<file path="config.mk">
export PLATFORM = sky130hd
export DESIGN_NAME = ide_irq_decoder
export DESIGN_NICKNAME = d
export VERILOG_FILES = /design/src/rtl/ide_irq_pkg.sv /design/src/rtl/ide_irq_decode.sv /design/src/rtl/ide_irq_channel.sv /design/src/rtl/ide_irq_ctrl.sv /design/src/rtl/ide_irq_decoder.sv
export SDC_FILE = /design/constraint.sdc
export NUM_CORES = 1
export LEC_CHECK = 0
export BUFFER_PORTS_ARGS = -buffer_cell sky130_fd_sc_hd__buf_2
export CAP_MARGIN = 20
export CORE_MARGIN = 8
export CORE_UTILIZATION = 39
export CTS_BUF_LIST = sky130_fd_sc_hd__clkbuf_8
export DETAILED_ROUTE_END_ITERATION = 8
export PLACE_DENSITY = 0.66
export SLEW_MARGIN = 20
export SYNTH_ARGS = -nofsm -noshare
export SYNTH_HDL_FRONTEND = slang
export SYNTH_SLANG_ARGS = --single-unit
export TNS_END_PERCENT = 1
</file>
<file path="constraint.sdc">
create_clock -name clk -period 1.5 [get_ports clk]
set_clock_uncertainty 0.1 [all_clocks]
set_input_delay 0.15 -clock clk [delete_from_list [all_inputs] [get_ports clk]]
set_output_delay 0.15 -clock clk [all_outputs]
set_load 0.01 [all_outputs]
</file>
<file path="src/rtl/ide_irq_pkg.sv">
package ide_irq_pkg;
  localparam int BYTE_W = 8;
  typedef logic [BYTE_W-1:0] byte_t;

  // place a single flag in bit 0 of a read byte
  function automatic byte_t flag_byte(input logic f);
    return {{(BYTE_W-1){1'b0}}, f};
  endfunction
endpackage

</file>
<file path="src/rtl/ide_irq_decode.sv">
module ide_irq_decode #(
  parameter int ADDR_W    = 14,
  parameter int NCH       = 2,
  parameter int TF_BASE   = 'h2000,
  parameter int CH_STRIDE = 'h1000,
  parameter int REG_STEP  = 6,
  parameter int NREG      = 8,
  parameter int IEN_OFS   = 'h200,
  parameter int STAT_OFS  = 'h290,
  parameter int ALT_OFS   = 'h380,
  parameter int ID_OFS    = 'h280,
  parameter int ID_BITS   = 4,
  parameter int ID_STRIDE = 4,
  parameter int CTRL_OFS  = 0
) (
  input  logic [ADDR_W-1:0]          addr,
  output logic [NCH-1:0]             ien_hit,
  output logic [NCH-1:0]             stat_hit,
  output logic [NCH-1:0]             alt_hit,
  output logic [NCH-1:0]             tf_hit,
  output logic                       ctrl_hit,
  output logic                       id_hit,
  output logic [$clog2(ID_BITS)-1:0] id_sel,
  output logic [$clog2(NREG)-1:0]    tf_sel
);
  localparam int IDW  = $clog2(ID_BITS);
  localparam int SELW = $clog2(NREG);
  localparam int TF_SPAN = NREG << REG_STEP;

  assign ctrl_hit = (addr == ADDR_W'(CTRL_OFS));
  // channel bases are aligned well above the register field
  assign tf_sel = addr[REG_STEP +: SELW];

  for (genvar c = 0; c < NCH; c++) begin : g_ch
    localparam int CHB = TF_BASE + c * CH_STRIDE;
    logic [ADDR_W-1:0] off;
    assign off         = addr - ADDR_W'(CHB);
    assign tf_hit[c]   = (addr >= ADDR_W'(CHB)) && (off < ADDR_W'(TF_SPAN)) &&
                         (off[REG_STEP-1:0] == '0);
    assign ien_hit[c]  = (addr == ADDR_W'(CHB + IEN_OFS));
    assign stat_hit[c] = (addr == ADDR_W'(CHB + STAT_OFS));
    assign alt_hit[c]  = (addr == ADDR_W'(CHB + ALT_OFS));
  end

  always_comb begin
    id_hit = 1'b0;
    id_sel = '0;
    for (int i = 0; i < ID_BITS; i++) begin
      if (addr == ADDR_W'(TF_BASE + ID_OFS + i * ID_STRIDE)) begin
        id_hit = 1'b1;
        id_sel = IDW'(i);
      end
    end
  end
endmodule

</file>
<file path="src/rtl/ide_irq_channel.sv">
module ide_irq_channel (
  input  logic clk,
  input  logic rst,
  input  logic arm,
  input  logic disarm,
  input  logic req,
  output logic irq_o
);
  logic en_q;

  always_ff @(posedge clk) begin
    if (rst) begin
      en_q  <= 1'b0;
      irq_o <= 1'b0;
    end else begin
      if (arm)         en_q <= 1'b1;
      else if (disarm) en_q <= 1'b0;
      irq_o <= req & en_q;
    end
  end

  // a lone disarming read leaves the latch cleared
  p_disarm_r2: assert property (@(posedge clk) disable iff (rst)
    (disarm && !arm) |=> !en_q);
  // the gated output never rises without a request
  p_gate_r3: assert property (@(posedge clk) disable iff (rst)
    irq_o |-> $past(req));
endmodule

</file>
<file path="src/rtl/ide_irq_ctrl.sv">
module ide_irq_ctrl import ide_irq_pkg::*; #(
  parameter int WIN_BIT   = 5,
  parameter int ROUTE_BIT = 0
) (
  input  logic  clk,
  input  logic  rst,
  input  logic  wr_en,
  input  byte_t wdata,
  output byte_t ctrl_q,
  output logic  win_en,
  output logic  dma_sel
);
  always_ff @(posedge clk) begin
    if (rst)        ctrl_q <= '0;
    else if (wr_en) ctrl_q <= wdata;
  end

  assign win_en  = ctrl_q[WIN_BIT];
  assign dma_sel = ctrl_q[ROUTE_BIT];

  // writing zero clears both steering outputs
  p_clear_r7: assert property (@(posedge clk) disable iff (rst)
    (wr_en && wdata == '0) |=> (!win_en && !dma_sel));
endmodule

</file>
<file path="src/rtl/ide_irq_decoder.sv">
module ide_irq_decoder import ide_irq_pkg::*; #(
  parameter int              ADDR_W  = 14,
  parameter int              NCH     = 2,
  parameter int              NREG    = 8,
  parameter int              ID_BITS = 4,
  parameter logic [ID_BITS-1:0] CARD_ID = 4'd3
) (
  input  logic                    clk,
  input  logic                    rst,
  input  logic [ADDR_W-1:0]       bus_addr,
  input  logic                    bus_wr,
  input  logic                    bus_rd,
  input  logic [BYTE_W-1:0]       bus_wdata,
  output logic [BYTE_W-1:0]       bus_rdata,
  input  logic [NCH-1:0]          drv_irq,
  output logic [NCH-1:0]          host_irq,
  output logic                    card_irq,
  output logic                    win_en,
  output logic                    dma_sel,
  output logic [NCH-1:0]          tf_cs,
  output logic [$clog2(NREG)-1:0] tf_reg,
  output logic [NCH-1:0]          alt_cs
);
  localparam int IDW  = $clog2(ID_BITS);
  localparam int SELW = $clog2(NREG);

  logic [NCH-1:0]  ien_hit, stat_hit, alt_hit, tf_hit;
  logic            ctrl_hit, id_hit;
  logic [IDW-1:0]  id_sel;
  logic [SELW-1:0] tf_sel;
  logic            acc;
  byte_t           ctrl_q, rd_mux;

  assign acc = bus_rd | bus_wr;

  ide_irq_decode #(.ADDR_W(ADDR_W), .NCH(NCH), .NREG(NREG), .ID_BITS(ID_BITS)) u_dec (
    .addr(bus_addr), .ien_hit(ien_hit), .stat_hit(stat_hit), .alt_hit(alt_hit),
    .tf_hit(tf_hit), .ctrl_hit(ctrl_hit), .id_hit(id_hit), .id_sel(id_sel),
    .tf_sel(tf_sel));

  for (genvar c = 0; c < NCH; c++) begin : g_irq
    ide_irq_channel u_ch (
      .clk(clk), .rst(rst),
      .arm(bus_wr & ien_hit[c]),
      .disarm(bus_rd & ien_hit[c]),
      .req(drv_irq[c]),
      .irq_o(host_irq[c]));
  end

  ide_irq_ctrl u_ctrl (
    .clk(clk), .rst(rst), .wr_en(bus_wr & ctrl_hit), .wdata(bus_wdata),
    .ctrl_q(ctrl_q), .win_en(win_en), .dma_sel(dma_sel));

  always_comb begin
    rd_mux = '0;
    if (ctrl_hit) rd_mux = ctrl_q;
    if (id_hit)   rd_mux = flag_byte(CARD_ID[id_sel]);
    for (int c = 0; c < NCH; c++)
      if (stat_hit[c]) rd_mux = flag_byte(drv_irq[c]);
  end

  always_ff @(posedge clk) begin
    if (rst) begin
      bus_rdata <= '0;
      card_irq  <= 1'b0;
      tf_cs     <= '0;
      tf_reg    <= '0;
      alt_cs    <= '0;
    end else begin
      bus_rdata <= bus_rd ? rd_mux : '0;
      card_irq  <= |drv_irq;
      tf_cs     <= acc ? tf_hit : '0;
      tf_reg    <= tf_sel;
      alt_cs    <= acc ? alt_hit : '0;
    end
  end

  // card pending only follows a raw request
  p_card_r5: assert property (@(posedge clk) disable iff (rst)
    card_irq |-> $past(|drv_irq));
  // at most one chip select at a time
  p_cs_excl_r8: assert property (@(posedge clk) disable iff (rst)
    $onehot0({tf_cs, alt_cs}));
  // read data is zero unless a read was made
  p_rd_quiet_r11: assert property (@(posedge clk) disable iff (rst)
    !$past(bus_rd) |-> (bus_rdata == '0));
  // an alternate select needs an access in the cycle before
  p_alt_acc_r9: assert property (@(posedge clk) disable iff (rst)
    (|alt_cs) |-> $past(acc));
endmodule

</file>
==> impl_metrics.py, run 1 <==
metrics = {
    "placement": {
        "port_buffers": 47,
        "hpwl_um": 2158,
        "place_congestion": 0.7786,
        "pre_cts_ws_ns": -0.002370,
        "place_area_mm2": 0.001464,
    },
    "logic_synthesis": {
        "synth-xor-area-share_pct": 0,
        "ys.flop_type": "dfxtp_1",
        "synth.mux.area_fraction_pct": 7.801,
        "syn_area_per_cell_um2": 9.787,
        "syn_nets": 146,
        "syn_area_mm2": 0.001155,
        "synth_cell_types": 28,
        "synth_compound_area_share_pct": 5.525,
        "synth_top_family_by_area": "simple AND/OR/NAND/NOR gates",
        "ys_warn_count": 0,
        "synthArstFlopShare_pct": 0,
        "synth_simple_gate_area_share_pct": 34.56,
        "ys_seq_elements": 28,
        "netlist_instances": 118,
        "synthAdderAreaFrac_pct": 0,
        "synth_edf_count": 0,
        "seq_area_frac_synth_pct": 48.54,
    },
    "critical_path": {
        "r2r-end": "bus_rdata[0]$_SDFF_PP0_",
        "required_ns": 1.60,
        "r2r_start": "u_ctrl.ctrl_q[0]$_SDFFE_PP0P_",
        "cp-start-kind": "input pin",
        "cp-end-kind": "register",
        "crit_type": "input pin to register",
        "cp.arrival_ns": 1.31,
        "reg2regPathDepth": 3,
        "rrSetupSlack_ns": 0.46,
        "path_max_fanout": 3,
    },
    "floorplan": {
        "rows": 19,
        "start_util_pct": 41.52,
        "core_mm2": 0.002781,
        "die_h_um": 70.42,
        "die_w_um": 70.42,
        "dieArea_mm2": 0.004958,
        "io_pins": 48,
    },
    "global_route": {
        "grt_pass1_vias": 1068,
        "antenna_found_initial": 0,
        "grt_max_degree": 26,
        "grt.total_usage_pct": 11.37,
        "grt_pass1_wl_um": 4754,
        "gr-total-overflow": 0,
    },
    "drt": {
        "postRouteAntennaNets": 0,
        "drtIter0Drc": 26,
        "post_drt_wl_per_cell_um": 13.68,
        "wl_um": 2778,
        "first_pass_iters": 4,
        "num_vias": 1000,
        "drc": 0,
        "viasPerCell": 4.926,
    },
    "clock_tree": {
        "cts.path.max_buffers": 2,
        "h-tree-depth": 1,
        "root_buffer": "clkbuf_8",
        "cts_tree": "built",
        "cts_buffers": 3,
        "cts_setup_buffers": 0,
        "clock_sinks": 28,
        "clkLatencyLatePin_ns": 0.28,
        "clk_pin_slew_ns": 0.10,
    },
    "power_and_ir_drop": {
        "irDropWorstVdd_v": 0.0008761,
        "p_leak_nw": 0.6768,
        "powerDensity_mw_per_mm2": 957.0,
    },
    "sta": {
        "rsz0062_at_grt": "false",
        "maxSlewHeadroom_pct": 77.34,
        "tightest_slew_ns": 0.3372,
        "min_period_ns": 1.214,
        "fin_ws_ns": 0.2859,
        "fin_crit_sh_pct": 80.94,
        "setup_viol": 0,
        "hold_violations": 0,
        "achievable-frequency_mhz": 823.6,
        "drv_slew": 0,
    },
    "layout": {
        "diodes": 0,
        "nNetsFinal": 201,
        "area_growth_pct": 33.80,
        "fillCellCount": 262,
        "final_cell_area_mm2": 0.001545,
        "final_util_pct": 55.56,
        "drive_gt1_share_pct": 38.95,
    },
    "min_path": {
        "hold_path.class": "input pin to register",
        "holdPathEnd": "g_irq[0].u_ch.irq_o$_SDFF_PP0_",
        "worstHoldStart": "drv_irq[0]",
        "min_path_cells": 3,
    },
    "run": {
        "cap_violations": 0,
    },
    "status": {
        "status": "finished clean",
    },
}
[cell usage after synthesis (2+ instances only)]
library cell | number | area (um^2)
dfxtp_1 | 28 | 560.5
nor2_1 | 9 | 33.78
o21ai_0 | 3 | 15.01
nor2b_1 | 4 | 25.02
buf_4 | 3 | 22.52
and2_1 | 8 | 50.05
mux2i_1 | 9 | 90.09
clkbuf_1 | 2 | 7.510
and4_2 | 2 | 20.02
nand2b_1 | 17 | 106.4
a21oi_1 | 2 | 10.01
nor3_1 | 7 | 35.03
nand2_1 | 4 | 15.01
nand3_1 | 4 | 20.02
inv_1 | 3 | 11.26
[cells in the final DEF, fill, tap and decap left out, types with 2 or more instances in the layout]
cell type   n
and2_1      8
buf_2      47
mux2i_1     9
buf_4       6
clkbuf_8    3
dfxtp_1    28
a21oi_1     2
o21ai_0     3
nor2_1      9
nand3_1     4
nand2b_1   17
and4_2      2
inv_1       3
nor2b_1     4
nand2_1     4
nor3_1      7
[metal layers]
layer | wire length (um) | GRT usage [%] | vias to the layer above
li1 | - | - | 508
met1 | 1157 | 12.25 | 458
met2 | 1374 | 19.22 | 29
met3 | 208 | 4.520 | 5
met4 | 38 | 4.688 | 0
met5 | 0 | 0 | -
[worst max-delay path by stage]
| stage | start | to | slack [ns] | cells past startpoint |
|---|---|---|---|---|
| 2_1_floorplan | bus_addr[5] | bus_rdata[0]$_SDFF_PP0_ | 0.19 | 4 |
| 3_3_place_gp | bus_addr[5] | bus_rdata[0]$_SDFF_PP0_ | 0.01 | 5 |
| 3_5_place_dp | bus_addr[5] | bus_rdata[0]$_SDFF_PP0_ | -0.002 | 5 |
| 4_1_cts | bus_addr[5] | bus_rdata[0]$_SDFF_PP0_ | 0.27 | 5 |
| 5_1_grt | bus_addr[5] | bus_rdata[0]$_SDFF_PP0_ | 0.18 | 5 |
| 6_report | bus_addr[5] | bus_rdata[0]$_SDFF_PP0_ | 0.29 | 5 |
[critical path, cell delays in order]
cell and delay, ns:
buf_2 0.11, nor4_2 0.37, nand4_2 0.21, or2_0 0.25, a221oi_2 0.23
[final cells by class]
cell class / count / area [um^2] / share of cell area, %
Inverter: 3 / 11.26 / 0.7287
Sequential cell: 28 / 560.5 / 36.28
Clock inverter: 1 / 30.03 / 1.943
Timing Repair Buffer: 55 / 310.3 / 20.08
Multi-Input combinational cell: 82 / 553.0 / 35.79
Clock buffer: 3 / 41.29 / 2.672
Tap cell: 31 / 38.79 / 2.510
[metrics by stage]
step / TNS, ns / cells / hold slack, ns / power, W
5_1_grt: 0 / 203 / 0.005935 / 0.001541
4_1_cts: 0 / 203 / 0.01113 / 0.001490
2_1_floorplan: 0 / 118 / 0.1219 / 0.0008185
3_3_place_gp: 0 / 198 / 0.2678 / 0.0008887
3_5_place_dp: -0.002370 / 198 / 0.2706 / 0.0008923
6_report: 0 / 203 / 0.01415 / 0.001479
[power breakdown]
group,switching [W],internal (W)
Clock,0.000244,0.000358
Combinational,0.0000662,0.0000614
Sequential,0.00000101,0.000749
Total,0.000311,0.00117
[logic make-up (layout without fill, tap and decap cells)]
| group | Yosys count | count (layout) |
|---|---|---|
| multiplexers | 9 | 9 |
| AND/OR/NAND/NOR | 64 | 64 |
| flip-flops | 28 | 28 |
| AO/OA/AOI/OAI | 9 | 9 |
| buffers and inverters | 8 | 62 |
[what timing repair did]
action	in CTS	in global routing
setup endpoints to repair	0	0
resized for setup	0	0
hold buffers	1	0
endpoints found under the hold margin	2	0
(Power assumes the default switching activity.)
==> inputs of run 2 (changes only) <==
--- a/config.mk
+++ b/config.mk
@@ -11,7 +11,7 @@
 export CORE_UTILIZATION = 39
 export CTS_BUF_LIST = sky130_fd_sc_hd__clkbuf_8
 export DETAILED_ROUTE_END_ITERATION = 8
-export PLACE_DENSITY = 0.66
+export PLACE_DENSITY = 0.69
 export SLEW_MARGIN = 20
 export SYNTH_ARGS = -nofsm -noshare
 export SYNTH_HDL_FRONTEND = slang
==> constraint.sdc (replaced) <==
create_clock -name clk -period 1.1 [get_ports clk]
set_clock_uncertainty 0.1 [all_clocks]
set_input_delay 0.11 -clock clk [delete_from_list [all_inputs] [get_ports clk]]
set_output_delay 0.11 -clock clk [all_outputs]
set_load 0.01 [all_outputs]
==> run 2 against run 1 <==
The run now ends with negative setup slack left. Worst hold slack got worse by 0.0074 ns. Sequential cell count stayed put. Clock-buffer cell count unchanged. First-iteration DRC count shrank 12%. Final cell count rose by 8.9%. Clock power is 36% higher. Total power grew 41%. Critical path type unchanged. Highest routed layer unchanged.
==> impl_metrics.py, run 2 (same netlist as run 1, synthesis figures left out) <==
metrics = {
    "status": {
        "status": "complete, but fails checks",
        "violations": "negative setup slack",
    },
    "power_and_ir_drop": {
        "powerDensity_mw_per_mm2": 1178,
        "irDropWorstVdd_v": 0.0007734,
        "p_leak_nw": 0.7802,
    },
    "layout": {
        "layout_commonest_cell": "buf_2",
        "final_cell_area_mm2": 0.001769,
        "layout_common_cells": "buf_2 (43), dfxtp_1 (28), nand2b_1 (17)",
        "instances_no_fill": 221,
        "diodes": 0,
        "nNetsFinal": 219,
        "drive_gt1_share_pct": 41.58,
        "area_growth_pct": 53.20,
    },
    "placement": {
        "port_buffers": 47,
        "place_congestion": 0.8163,
        "place_area_mm2": 0.001520,
        "hpwl_um": 2308,
        "dp.cells": 203,
        "pre_cts_ws_ns": -0.3356,
    },
    "clock_tree": {
        "clock_sinks": 28,
        "cts_tree": "built",
        "root_buffer": "clkbuf_8",
        "cts_buffers": 3,
        "clkLatencyLatePin_ns": 0.28,
        "cts.path.max_buffers": 2,
        "clk_pin_slew_ns": 0.10,
        "h-tree-depth": 1,
    },
    "global_route": {
        "grt.total_usage_pct": 12.77,
        "antenna_found_initial": 0,
        "grt_max_degree": 26,
        "grt_pass1_wl_um": 5306,
        "gr-total-overflow": 0,
        "grt_pass1_vias": 1148,
    },
    "sta": {
        "achievable-frequency_mhz": 908.6,
        "maxSlewHeadroom_pct": 82.79,
        "fin_crit_sh_pct": 100.1,
        "hold_violations": 0,
        "rsz0062_at_grt": "true",
        "tightest_slew_ns": 0.2568,
        "fin_ws_ns": -0.0006409,
        "setup_viol": 1,
        "min_period_ns": 1.101,
        "drv_slew": 0,
    },
    "min_path": {
        "hold_path.class": "input pin to register",
        "min_path_cells": 3,
        "worstHoldStart": "bus_wdata[5]",
        "holdPathEnd": "u_ctrl.ctrl_q[5]$_SDFFE_PP0P_",
    },
    "critical_path": {
        "rrSetupSlack_ns": 0.09,
        "cp-end-kind": "register",
        "required_ns": 1.21,
        "crit_path_max_incr_delay_ns": 0.30,
        "crit_type": "input pin to register",
        "slowest_stage": "nor4_4",
        "crit_chain": "buf_8 > nor4_4 > nand4_2 > nor2_4 > buf_12 > mux2i_2",
        "r2r_start": "u_ctrl.ctrl_q[0]$_SDFFE_PP0P_",
        "path_max_fanout": 8,
        "cp-start-kind": "input pin",
        "crit_buf_inv": 2,
        "cp.arrival_ns": 1.21,
        "r2r-end": "bus_rdata[0]$_SDFF_PP0_",
        "reg2regPathDepth": 3,
        "critical_path.top_delay_family": "simple AND/OR/NAND/NOR gates",
    },
    "floorplan": {
        "io_pins": 48,
        "core_mm2": 0.002781,
        "dieArea_mm2": 0.004958,
        "die_h_um": 70.42,
        "rows": 19,
        "die_w_um": 70.42,
        "start_util_pct": 41.52,
    },
    "drt": {
        "first_pass_iters": 4,
        "drtIter0Drc": 23,
        "post_drt_wl_per_cell_um": 14.13,
        "wl_um": 3122,
        "num_vias": 1063,
        "drc": 0,
        "postRouteAntennaNets": 0,
        "viasPerCell": 4.810,
    },
    "run": {
        "cap_violations": 0,
    },
}
-- run 2: changes by cell type in the layout (fill, tap and decap cells not counted), sizes merged --
| cell | before | now |
|---|---|---|
| buf | 54 | 62 |
| dlygate4sd3 | 1 | 11 |
-- run 2: where the power goes --
| part | leakage, nW | switching, W | internal (W) |
|---|---|---|---|
| clock network | 0.0357 | 0.000330 | 0.000488 |
| registers | 0.227 | 0.00000189 | 0.00102 |
| logic | 0.518 | 0.000108 | 0.000134 |
| total | 0.780 | 0.000440 | 0.00164 |
-- run 2: worst max path at each step --
stage | start | end | slack [ns] | depth (start not counted)
2_1_floorplan | bus_addr[2] | bus_rdata[0]$_SDFF_PP0_ | -0.11 | 4
3_3_place_gp | bus_addr[2] | bus_rdata[0]$_SDFF_PP0_ | -0.28 | 5
3_5_place_dp | bus_addr[2] | u_ctrl.ctrl_q[6]$_SDFFE_PP0P_ | -0.34 | 6
4_1_cts | bus_addr[6] | u_ctrl.ctrl_q[6]$_SDFFE_PP0P_ | -0.04 | 6
5_1_grt | bus_addr[5] | u_ctrl.ctrl_q[5]$_SDFFE_PP0P_ | -0.08 | 6
6_report | bus_addr[5] | u_ctrl.ctrl_q[7]$_SDFFE_PP0P_ | -0.0006 | 6
-- run 2: per-layer routing --
layer | global-route usage (%) | vias to the layer above | share of wire [%]
li1 | - | 541 | -
met3 | 3.390 | 5 | 4.9
met4 | 4.241 | 0 | 1.5
met5 | 0 | - | 0
met2 | 23.24 | 26 | 52
met1 | 13.75 | 491 | 42
-- run 2: cell type report --
type,instances,area (um^2)
Clock buffer,3,41.29
Timing Repair Buffer,73,503.0
Multi-Input combinational cell,82,584.3
Sequential cell,28,560.5
Fill cell,232,1012
Inverter,3,11.26
Clock inverter,1,30.03
Tap cell,31,38.79
-- run 2: stage by stage --
| step | setup TNS (ns) | hold WS, ns | utilization (%) | total power [W] |
|---|---|---|---|---|
| after floorplan | -0.9170 | 0.08185 | - | 0.001118 |
| after global placement | -4.580 | 0.2340 | 54.66 | 0.001228 |
| after detailed placement | -5.864 | 0.2422 | 54.66 | 0.001236 |
| after CTS | -0.1386 | 0.005547 | 62.57 | 0.002083 |
| after global routing | -0.4987 | 0.02548 | 63.61 | 0.002147 |
| final | -0.0006409 | 0.006711 | 63.61 | 0.002084 |
-- run 2: timing repair --
item	in CTS	in global routing
setup endpoints to repair	12	19
hold buffers	11	0
hold endpoints to repair	12	0
resized for setup	5	9
buffers inserted	3	0
pin swaps	4	4
-- run 2: worst register-to-register path, delay by kind of cell (launching register included) --
family	cells	cell delay [ns]
DFF	1	0.36
and+or+nand+nor	1	0.23
AOI/OAI and AO/OA	1	0.20
buffers and inverters	1	0.04
==> inputs of run 3 (changes only) <==
--- a/config.mk
+++ b/config.mk
@@ -11,9 +11,10 @@
 export CORE_UTILIZATION = 39
 export CTS_BUF_LIST = sky130_fd_sc_hd__clkbuf_8
 export DETAILED_ROUTE_END_ITERATION = 8
-export PLACE_DENSITY = 0.69
+export PLACE_DENSITY = 0.68
 export SLEW_MARGIN = 20
 export SYNTH_ARGS = -nofsm -noshare
 export SYNTH_HDL_FRONTEND = slang
+export SYNTH_HIERARCHICAL = 1
 export SYNTH_SLANG_ARGS = --single-unit
 export TNS_END_PERCENT = 1
==> run 3 against run 2 <==
The flow still finishes with violations (negative setup slack). Highest routed layer unchanged. Critical path depth unchanged. Clock power is 4.6% lower. Largest power group unchanged. Worst hold slack got worse by 0.0066 ns. Cell area rose by 5.0%. Worst setup slack got worse by 0.55 ns. Fmax decreased by 33%. Critical path type unchanged. Routed wire length shrank 5.5%. First-iteration DRC count is 140% higher. Utilization fell by 2.8 points. Sequential share of layout area down 1.5 points. Synthesized area rose by 7.7%. Synthesized cell count up 11%.
==> impl_metrics.py, run 3 <==
metrics = {
    "critical_path": {
        "rrSetupSlack_ns": 0.22,
        "crit_type": "input pin to register",
        "path_max_fanout": 7,
        "slowest_stage": "or3b_4",
        "cp.arrival_ns": 1.74,
        "worstSetupStartpoint": "bus_addr[9]",
        "crit_path_max_incr_delay_ns": 0.46,
        "cp-start-kind": "input pin",
        "crit_chain": "buf_6 > or3_4 > or4_4 > nor2_4 > or3b_4 > nor3_2",
        "r2r_start": "u_ctrl/ctrl_q[0]$_SDFFE_PP0P_",
        "required_ns": 1.20,
        "cp-end-kind": "register",
        "reg2regPathDepth": 2,
    },
    "drt": {
        "drtIter0Drc": 55,
        "wl_um": 2951,
        "drc": 0,
        "first_pass_iters": 4,
        "post_drt_wl_per_cell_um": 12.04,
        "num_vias": 1098,
        "viasPerCell": 4.482,
        "postRouteAntennaNets": 0,
    },
    "run": {
        "cap_violations": 0,
    },
    "sta": {
        "tns_ns": -8.369,
        "maxSlewHeadroom_pct": 82.66,
        "setup_viol": 18,
        "drv_slew": 0,
        "hold_violations": 0,
        "min_period_ns": 1.648,
        "achievable-frequency_mhz": 606.7,
        "fin_ws_ns": -0.5482,
        "fin_crit_sh_pct": 149.8,
        "tightest_slew_ns": 0.2582,
        "rsz0062_at_grt": "true",
    },
    "placement": {
        "hpwl_um": 2252,
        "place_congestion": 0.7489,
        "place_area_mm2": 0.001619,
        "port_buffers": 47,
    },
    "min_path": {
        "hold_path.class": "input pin to register",
        "min_path_cells": 3,
        "worstHoldStart": "bus_wdata[0]",
    },
    "clock_tree": {
        "h-tree-depth": 1,
        "cts.path.max_buffers": 2,
        "clk_pin_slew_ns": 0.09,
        "clkLatencyLatePin_ns": 0.27,
        "root_buffer": "clkbuf_8",
        "clock_sinks": 28,
        "cts_buffers": 3,
        "cts_tree": "built",
    },
    "global_route": {
        "grt_pass1_wl_um": 4995,
        "grt.total_usage_pct": 11.68,
        "grt_pass1_vias": 1220,
        "antenna_found_initial": 0,
        "gr-total-overflow": 0,
        "grt_max_degree": 19,
    },
    "floorplan": {
        "die_w_um": 72.47,
        "io_pins": 48,
        "rows": 20,
        "die_h_um": 72.47,
        "dieArea_mm2": 0.005252,
        "start_util_pct": 40.74,
        "core_mm2": 0.003053,
    },
    "layout": {
        "final_cell_area_mm2": 0.001857,
        "drive_gt1_share_pct": 44.28,
        "nNetsFinal": 230,
        "layout_common_cells": "buf_2 (45), dfxtp_1 (28), nor2_1 (21)",
        "diodes": 0,
        "area_growth_pct": 49.30,
        "layout_commonest_cell": "buf_2",
        "final_util_pct": 60.82,
    },
    "logic_synthesis": {
        "syn_nets": 159,
        "syn_area_per_cell_um2": 9.494,
        "syn_area_mm2": 0.001244,
        "netlist_instances": 131,
        "ys_warn_count": 6,
    },
    "status": {
        "violations": "negative setup slack",
        "status": "complete, but fails checks",
    },
    "power_and_ir_drop": {
        "powerDensity_mw_per_mm2": 1093,
        "irDropWorstVdd_v": 0.0007615,
        "total_power_w": 0.002030,
        "p_leak_nw": 0.7676,
    },
}
-- run 3: cell types whose count changed in the layout (fill, tap and decap cells not counted), moves of 3 or more --
cell      delta
nand2b_1    -13
nor2_1      +12
inv_1        +6
nor3_2       +5
o21ai_0      -3
-- run 3: layer usage --
metal | routed length, um | up-vias | GRT usage, %
met1 | 1222 | 500 | 11.89
met4 | 42 | 0 | 5.333
met5 | 0 | - | 0
met3 | 159 | 2 | 2.617
li1 | - | 567 | -
met2 | 1526 | 29 | 21.97
-- run 3: worst max-delay path, delay by kind of cell --
| family | cells | cell delay, ns |
|---|---|---|
| buf+inv | 1 | 0.09 |
| simple gates | 5 | 1.54 |
-- run 3: cell type report --
type                    count  area [um^2]
fillers                   268         1196
clock buffers               3        41.29
well taps                  44        55.05
clock inverters             1        30.03
repair buffers             75        508.0
inverters                   9        33.78
multi-input cells          85        628.1
flip-flops and latches     28        560.5
-- run 3: final timing paths --
check,to
setup / recovery,bus_rdata[5]$_SDFF_PP0_
hold reg to reg,bus_rdata[1]$_SDFF_PP0_
setup reg to reg,bus_rdata[0]$_SDFF_PP0_
hold / removal,u_ctrl/ctrl_q[0]$_SDFFE_PP0P_
-- run 3: through the flow --
stage	setup slack [ns]	hold slack, ns	std cells
after floorplan	-0.7048	0.07244	131
after global placement	-0.9262	0.2471	231
after detailed placement	-0.9868	0.2581	231
after CTS	-0.5276	0.005242	245
after global routing	-0.6054	0.02271	245
final	-0.5482	0.0001589	245
-- run 3: power by group --
group          total, W  leakage (nW)  internal, W  switching, W
Clock          0.000780        0.0357     0.000486      0.000293
Sequential      0.00102         0.227      0.00102    0.00000193
Combinational  0.000227         0.505     0.000130     0.0000975
-- run 3: what timing repair did --
item | 4_1_cts | 5_1_grt
gates cloned | 0 | 0
pin swaps | 12 | 1
hold buffers | 10 | 0
buffers inserted | 0 | 0
gates resized for setup | 10 | 2
endpoints found under the setup margin | 18 | 20
endpoints found under the hold margin | 9 | 0
